$ cat src/rtl/pinreg_pkg.sv
package pinreg_pkg;
  localparam int DATA_W = 32;
  localparam int NG     = 5;
  // group table: 1 = output group
  localparam int G_OUT  [NG] = '{1, 1, 0, 0, 1};
  localparam int G_BASE [NG] = '{0, 8, 16, 24, 28};
  localparam int G_CNT  [NG] = '{4, 2, 3, 0, 0};
  localparam int G_WID  [NG] = '{2, 3, 2, 0, 4};
  localparam int G_POL  [NG] = '{0, 1, 0, 1, 0};

  function automatic int eff(int v);
    return (v == 0) ? 1 : v;
  endfunction

  function automatic int span(int g);
    return eff(G_CNT[g]) * eff(G_WID[g]);
  endfunction

  // offset of group g among pins or strobes of the same direction
  function automatic int pin_off(int g, int want_out, int count_inst);
    int acc = 0;
    for (int h = 0; h < g; h++)
      if (G_OUT[h] == want_out) acc += (count_inst != 0) ? eff(G_CNT[h]) : span(h);
    return acc;
  endfunction

  function automatic logic [DATA_W-1:0] in_mask();
    logic [DATA_W-1:0] m = '0;
    for (int g = 0; g < NG; g++)
      if (G_OUT[g] == 0)
        for (int b = 0; b < DATA_W; b++)
          if (b >= G_BASE[g] && b < G_BASE[g] + span(g)) m[b] = 1'b1;
    return m;
  endfunction

  localparam int OUT_PINS = pin_off(NG, 1, 0);
  localparam int N_STB    = pin_off(NG, 1, 1);
  localparam int IN_PINS  = pin_off(NG, 0, 0);
  localparam logic [DATA_W-1:0] IN_MASK = in_mask();
endpackage

$ cat src/rtl/pinreg_store.sv
module pinreg_store #(
  parameter int W = 32,
  parameter logic [W-1:0] RESET_VAL = '0,
  parameter logic [W-1:0] RO_MASK = '0
) (
  input  logic         clk,
  input  logic         rst_n,
  input  logic         wr_en,
  input  logic [W-1:0] wr_data,
  input  logic [W-1:0] wr_mask,
  input  logic [W-1:0] dep_val,
  output logic [W-1:0] reg_q,
  output logic [W-1:0] reg_nx
);
  logic [W-1:0] wmask;

  assign wmask = wr_en ? (wr_mask & ~RO_MASK) : '0;

  always_comb begin
    reg_nx = (reg_q & ~wmask) | (wr_data & wmask);
    reg_nx = (reg_nx & ~RO_MASK) | (dep_val & RO_MASK);
  end

  always_ff @(posedge clk or negedge rst_n) begin
    if (!rst_n) reg_q <= RESET_VAL;
    else        reg_q <= reg_nx;
  end
endmodule

$ cat src/rtl/pinreg_in_sync.sv
module pinreg_in_sync #(
  parameter int WID = 1,
  parameter bit POL = 1'b0
) (
  input  logic           clk,
  input  logic           rst_n,
  input  logic [WID-1:0] pins,
  output logic [WID-1:0] adj
);
  logic [WID-1:0] meta_q;

  always_ff @(posedge clk or negedge rst_n) begin
    if (!rst_n) meta_q <= '0;
    else        meta_q <= pins;
  end

  // second stage is the register field itself
  assign adj = meta_q ^ {WID{POL}};
endmodule

$ cat src/rtl/pinreg_out_group.sv
module pinreg_out_group #(
  parameter int CNT = 1,
  parameter int WID = 1,
  parameter bit POL = 1'b0
) (
  input  logic               clk,
  input  logic               rst_n,
  input  logic               upd,
  input  logic [CNT*WID-1:0] field_nx,
  output logic [CNT*WID-1:0] pins,
  output logic [CNT-1:0]     stb
);
  for (genvar i = 0; i < CNT; i++) begin : g_inst
    logic [WID-1:0] nv;
    logic           ch;
    assign nv = field_nx[i*WID +: WID] ^ {WID{POL}};
    assign ch = upd && (nv != pins[i*WID +: WID]);
    always_ff @(posedge clk or negedge rst_n) begin
      if (!rst_n) begin
        pins[i*WID +: WID] <= '0;
        stb[i]             <= 1'b0;
      end else begin
        stb[i] <= ch;
        if (ch) pins[i*WID +: WID] <= nv;
      end
    end
  end
endmodule

$ cat src/rtl/ctrl_pinreg.sv
module ctrl_pinreg
  import pinreg_pkg::*;
#(
  parameter logic [DATA_W-1:0] RESET_VAL = 32'h0000_071B
) (
  input  logic                clk,
  input  logic                rst_n,
  input  logic                wr_en,
  input  logic [DATA_W-1:0]   wr_data,
  input  logic [DATA_W-1:0]   wr_mask,
  output logic [DATA_W-1:0]   rd_data,
  input  logic [IN_PINS-1:0]  in_pins,
  output logic [OUT_PINS-1:0] out_pins,
  output logic [N_STB-1:0]    out_stb
);
  logic              pend_q;
  logic              upd_evt;
  logic [DATA_W-1:0] reg_q, reg_nx, dep_val;
  logic [DATA_W-1:0] dep_g [NG];

  always_ff @(posedge clk or negedge rst_n) begin
    if (!rst_n) pend_q <= 1'b1;
    else        pend_q <= 1'b0;
  end

  assign upd_evt = wr_en | pend_q;

  for (genvar g = 0; g < NG; g++) begin : g_grp
    localparam int BASE = G_BASE[g];
    localparam int CNT  = eff(G_CNT[g]);
    localparam int WID  = eff(G_WID[g]);
    localparam int SPAN = CNT * WID;
    localparam bit POL  = (G_POL[g] != 0);
    if (G_OUT[g] != 0) begin : g_out
      localparam int PO = pin_off(g, 1, 0);
      localparam int SO = pin_off(g, 1, 1);
      pinreg_out_group #(.CNT(CNT), .WID(WID), .POL(POL)) u_out (
        .clk     (clk),
        .rst_n   (rst_n),
        .upd     (upd_evt),
        .field_nx(reg_nx[BASE +: SPAN]),
        .pins    (out_pins[PO +: SPAN]),
        .stb     (out_stb[SO +: CNT])
      );
      assign dep_g[g] = '0;
    end else begin : g_in
      localparam int PI = pin_off(g, 0, 0);
      logic [SPAN-1:0] adj;
      pinreg_in_sync #(.WID(SPAN), .POL(POL)) u_in (
        .clk  (clk),
        .rst_n(rst_n),
        .pins (in_pins[PI +: SPAN]),
        .adj  (adj)
      );
      assign dep_g[g] = DATA_W'(adj) << BASE;
    end
  end

  always_comb begin
    dep_val = '0;
    for (int g = 0; g < NG; g++) dep_val = dep_val | dep_g[g];
  end

  pinreg_store #(.W(DATA_W), .RESET_VAL(RESET_VAL), .RO_MASK(IN_MASK)) u_store (
    .clk    (clk),
    .rst_n  (rst_n),
    .wr_en  (wr_en),
    .wr_data(wr_data),
    .wr_mask(wr_mask),
    .dep_val(dep_val),
    .reg_q  (reg_q),
    .reg_nx (reg_nx)
  );

  assign rd_data = reg_q;
endmodule

$ cat config.mk
export PLATFORM = sky130hd
export DESIGN_NAME = ctrl_pinreg
export DESIGN_NICKNAME = d
export VERILOG_FILES = /design/src/rtl/pinreg_pkg.sv /design/src/rtl/pinreg_store.sv /design/src/rtl/pinreg_in_sync.sv /design/src/rtl/pinreg_out_group.sv /design/src/rtl/ctrl_pinreg.sv
export SDC_FILE = /design/constraint.sdc
export NUM_CORES = 1
export LEC_CHECK = 0
export BUFFER_PORTS_ARGS = -buffer_cell sky130_fd_sc_hd__buf_2
export CAP_MARGIN = 20
export CORE_MARGIN = 8
export CORE_UTILIZATION = 25
export CTS_CLUSTER_DIAMETER = 30
export DETAILED_ROUTE_END_ITERATION = 8
export GPL_TIMING_DRIVEN = 1
export HOLD_SLACK_MARGIN = 0.06
export PLACE_DENSITY_LB_ADDON = 0.25
export SYNTH_ARGS = -nofsm -noshare
export SYNTH_HDL_FRONTEND = slang
export SYNTH_HIERARCHICAL = 1
export SYNTH_SLANG_ARGS = --single-unit
$ cat constraint.sdc
create_clock -name clk -period 2.05 [get_ports clk]
set_input_delay 0.205 -clock clk [delete_from_list [all_inputs] [get_ports clk]]
set_output_delay 0.205 -clock clk [all_outputs]
set_load 0.05 [all_outputs]
; ---- Word level (Yosys, flattened, before mapping)
; Index checks and enable logic that the tools add are counted.
[word_totals]
regBits = 65
inputBits = 74
output_inout_bits = 57
word_cells = 43
[classes]
eq_ne = 7
muxes = 1
bitwise_logic = 10
n_reduce_logical = 7
[op_table]
columns = op, n
row1 = AND 32 bit, 2
row2 = 2-to-1 mux 32 bit, 1
row3 = NOT 32 bit, 1
row4 = bitwise OR 32 x 25 -> 32 bit, 1
row5 = bitwise OR 32 bit, 1
row6 = bitwise OR 22 x 25 -> 25 bit, 1
row7 = != test 2 bit, 4
row8 = logical AND 1 bit, 7
row9 = != test 3 bit, 2
row10 = NOT 3 bit, 2
row11 = != test 4 bit, 1
row12 = NOT 1 bit, 1
row13 = bitwise OR 1 bit, 1

; ---- Logic depth before layout (Yosys ltp)
[depth]
ltp_word = 8
ltp_mapped = 6
depth_no_buf = 4

; ---- By module
; Netlist, hierarchy kept.
[modules_own_cells]
columns = module, n_inst, cells_each, area_each_um2, seq_area_each_um2
row1 = pinreg_store, 1, 92, 1353.8, 809.5
row2 = pinreg_out_group (g_grp[0].g_out.u_out), 1, 33, 539.3, 300.3
row3 = pinreg_out_group (g_grp[1].g_out.u_out), 1, 29, 352.8, 200.2
row4 = pinreg_out_group (g_grp[4].g_out.u_out), 1, 14, 216.5, 125.1
row5 = pinreg_in_sync (g_grp[2].g_in.u_in), 1, 6, 150.1, 150.1
row6 = ctrl_pinreg, 1, 3, 36.3, 26.3
row7 = pinreg_in_sync (g_grp[3].g_in.u_in), 1, 2, 28.8, 25.0

; ---- Least setup slack after synthesis
; No wires, ideal clock.
[synth_path]
path_type = register -> register
start = reg u_store.reg_q[31]
end = reg g_grp[4].g_out.u_out.stb
setup_ps = 129
t_arrival_ps = 1451
required_time_ps = 1921
setup_slack_ps = 470
path_stages_with_launch = 4
path_buffers = 0
period_less_slack_ps = 1580
path_cell_list = dfrtp_1 > mux2_2 > xor2_1 > o41a_1
[synth_between]
elab_chain_cells = 5
[synth_rtl]
columns = element, line
row1 = from (decl), pinreg_store.sv:12  ; output logic [W-1:0] reg_q,
row2 = from (signal assigned), pinreg_store.sv:26  ; else reg_q <= reg_nx;
row3 = AND 32 bit, pinreg_store.sv:20  ; reg_nx = (reg_q & ~wmask) | (wr_data & wmask);
row4 = bitwise OR 32 bit, pinreg_store.sv:20
row5 = bitwise OR 32 x 25 -> 32 bit, pinreg_store.sv:21  ; reg_nx = (reg_nx & ~RO_MASK) | (dep_val & RO_MASK);
row6 = via reg_nx[31], ctrl_pinreg.sv:18  ; logic [DATA_W-1:0] reg_q, reg_nx, dep_val;
row7 = != test 4 bit, pinreg_out_group.sv:17  ; assign ch = upd && (nv != pins[i*WID +: WID]);
row8 = logical AND 1 bit, pinreg_out_group.sv:17
row9 = via g_grp[4].g_out.u_out.g_inst[0].ch, pinreg_out_group.sv:15  ; logic ch;
row10 = "to (signal, indexed assignment)", pinreg_out_group.sv:23  ; stb[i] <= ch;
row11 = to (decl), pinreg_out_group.sv:11  ; output logic [CNT-1:0] stb
; The timed path passes the listed nets, and every way through them passes these cells.
; A chain may end at the register's enable or synchronous reset.

; ---- Worst setup path in the final report
[layout_path]
start = reg pend_q
end = reg g_grp[0].g_out.u_out.pins[5]
[layout_between]
elab_chain_cells = 2
[layout_rtl]
columns = element, line
row1 = from (decl), ctrl_pinreg.sv:16  ; logic pend_q;
row2 = from (signal assigned), ctrl_pinreg.sv:22  ; if (!rst_n) pend_q <= 1'b1;
row3 = from (signal assigned), ctrl_pinreg.sv:23  ; else pend_q <= 1'b0;
row4 = bitwise OR 1 bit, ctrl_pinreg.sv:26  ; assign upd_evt = wr_en | pend_q;
row5 = via upd_evt, ctrl_pinreg.sv:17  ; logic upd_evt;
row6 = logical AND 1 bit, pinreg_out_group.sv:17
row7 = "to (signal, indexed assignment)", pinreg_out_group.sv:24  ; if (ch) pins[i*WID +: WID] <= nv;
row8 = to (decl), pinreg_out_group.sv:10  ; output logic [CNT*WID-1:0] pins,
; The timed path passes the listed nets, and every way through them passes these cells.

==> metrics.md <==
| Metric | Value |
|---|---|
| Syn Inst Count | `172` |
| Worst min-delay path startpoint | `wr_data[14]` |
| DR vias | `approximately 1800` |
| Largest net degree at the start of global routing | `66` |
| CTS Hold Bufs | `8` |
| Syn nets | `roughly 250` |
| Syn_area_per_cell | `15.3 um2` |
| Status | `finished clean` |
| Setup slack, reg-to-reg | `~0.68 ns` |
| Post-CTS Setup Bufs | `0` |
| Fill count | `approximately 1000` |
| R2r worst-path depth | `3` |
| Pre-Repair DR Iteration Count | `2` |
| Class of the worst hold path | `in -> reg` |
| Die ar. | `between 0.01 and 0.015 mm2` |
| Global Route Usage Sum | `9.68%` |
| Max-cap violations | `0` |
| # resized after CTS | `0` |
| Clk_lat worst skew | `approximately 0.34 ns` |
| Wire per inst | `between 10 and 15 um` |
| Root Driver | `clkbuf_8` |
| DP HPWL | `4500 um` |
| Fin crit share | `approximately two thirds` |
| DRC Markers | `0` |
| Die width | `between 100 and 150 um` |
| CP endpoint kind | `register` |
| P_leak | `between 1.5 and 2 nW` |
| Slew Limit Fails | `0` |
| First-pass GRT wire length | `between 10000 and 15000 um` |
| Min Hold Slack | `between 0.1 and 0.15 ns` |
| # setup viols final | `0` |
| Fmax achieved | `732 MHz` |
| Max VDD drop | `between 400 and 500 uV` |
| Chip height | `about 120 um` |
| Max clock buf depth | `2` |
| Clock skew | `0.00924 ns` |
| Starting density of the core | `~26%` |
| Final hold violation count | `0` |
| Hold EP | `u_store/reg_q[14]$_DFF_PN0_` |
| Final ANT Viol Nets | `0` |
| Crit path kind | `reg -> reg` |
| Hold depth | `2` |
| Num rows | `37` |
| Critical Path Fanout Max | `18` |
| Syn. warnings | `6` |
| Layout area overhead | `39.0%` |
| CP arrival | `about 1.6 ns` |
| CTS buffer count | `9` |
| DRT iter0 DRCs | `49` |
| Clock Pin Slew Worst Setup and Hold Paths | `around 0.07 ns` |
| Ant diodes | `0` |
| Total number of H-tree levels | `3` |
| Boundary Pins | `between 100 and 150` |
| Grt total ovfl | `0` |
| Post-route setup TNS | `0 ns` |
| Power per cell area | `about 1100 mW/mm2` |
| Gp weighted congestion | `around 0.70` |
| Layout cell share with drive strength beyond 1 | `58.2%` |
| Clock sink count | `65` |
| Fin crit period | `roughly 1.4 ns` |
| CTS tree | `built` |
| Startpoint types | `register` |
| Final WL | `6320 um` |
| Initial antenna violation count | `0` |
| Reg-to-reg endpoint | `g_grp[0].g_out.u_out/pins[5]$_DFFE_PN0P_` |
| Number of nets in the layout | `380` |
| Core area | `0.0103 mm2` |
| RSZ-0062 raised after global routing | `false` |
| I/O Buffers | `roughly 120` |
| Required @ worst endpoint | `2.27 ns` |
| Vias in the first global route | `around 2100` |
| Cell area after synthesis | `approximately 0.0026 mm2` |
| Via-to-Cell Ratio | `roughly 4.0` |
| R2R Path Start | `pend_q$_DFF_PN1_` |
-- flip-flops by register name, indices dropped and copies added (netlist names) --
register,cells
g_grp.g_out.u_out/stb,7
pend_q,1
g_grp.g_in.u_in/meta_q,1
g_grp.g_out.u_out/pins,18
g_grp.g_in.u_in/adj,6
u_store/reg_q,32
-- cell usage in the layout, fill, tap and decap left out --
cell type and instances:
inv_1 6, or2_1 1, dfstp_2 8, dfrtp_1 57, conb_1 1, a21boi_2 4
buf_12 2, mux2_1 4, clkbuf_8 10, mux2_4 26, dlygate4sd3_1 8, mux2i_1 5
buf_4 2, buf_2 116, nand2_1 25, clkinv_2 4, o31a_1 2, a21oi_1 1
clkinvlp_4 1, o41a_1 1, nor2_1 1, bufinv_16 1, mux2_2 7, xnor2_1 14
xor2_1 4
-- through the flow --
| step | power, W | cells | area (um2) | setup slack (ns) | utilization [%] |
|---|---|---|---|---|---|
| 6_report | 0.00402 | 447 | 3650 | 0.684 | 35.5 |
| 5_1_grt | 0.00425 | 447 | 3650 | 0.590 | 35.5 |
| 4_1_cts | 0.00411 | 447 | 3650 | 0.645 | 35.5 |
| 3_5_place_dp | 0.00298 | 423 | 3370 | 0.284 | 32.8 |
| 3_3_place_gp | 0.00297 | 423 | 3370 | 0.293 | 32.8 |
| 2_1_floorplan | 0.00263 | 172 | 2630 | 0.470 | - |
-- critical path: stages, from the launching register on --
cell and delay, ns:
dfstp_2 0.51, or2_1 0.10, buf_4 0.27, mux2_2 0.37
-- worst max path at each step --
stage                                          endpoint  cells after the start                        start  slack [ns]
3_3_place_gp         g_grp[4].g_out.u_out/stb$_DFF_PN0_                      5                        wr_en        0.29
6_report       g_grp[0].g_out.u_out/pins[5]$_DFFE_PN0P_                      3             pend_q$_DFF_PN1_        0.68
4_1_cts        g_grp[0].g_out.u_out/pins[5]$_DFFE_PN0P_                      3             pend_q$_DFF_PN1_        0.65
5_1_grt              g_grp[4].g_out.u_out/stb$_DFF_PN0_                      5                        wr_en        0.59
2_1_floorplan        g_grp[4].g_out.u_out/stb$_DFF_PN0_                      3  u_store/reg_q[31]$_DFF_PN0_        0.47
3_5_place_dp         g_grp[4].g_out.u_out/stb$_DFF_PN0_                      5                        wr_en        0.28
-- where the power goes --
group	total, W	switching, W	internal (W)
registers	0.00159	0.000104	0.00148
logic	0.00136	0.000937	0.000427
clock network	0.00107	0.000486	0.000586
-- layout make-up --
type                            instances  area (um2)  share of cell area [%]
Tap cell                              136         170                    4.66
Timing Repair Buffer                  128         716                    19.6
Clock inverter                          6        57.6                    1.58
Inverter                                6        22.5                   0.617
Clock buffer                           10         138                    3.77
Sequential cell                        65        1640                    44.9
Multi-Input combinational cell         96         908                    24.9
-- per-layer routing --
metal	track usage (%)	wire length, um
met4	5.69	147
met2	15.5	3030
met5	0	0
met3	4.28	547
met1	10.5	2590
No activity file was read; power rests on OpenSTA's default activity.
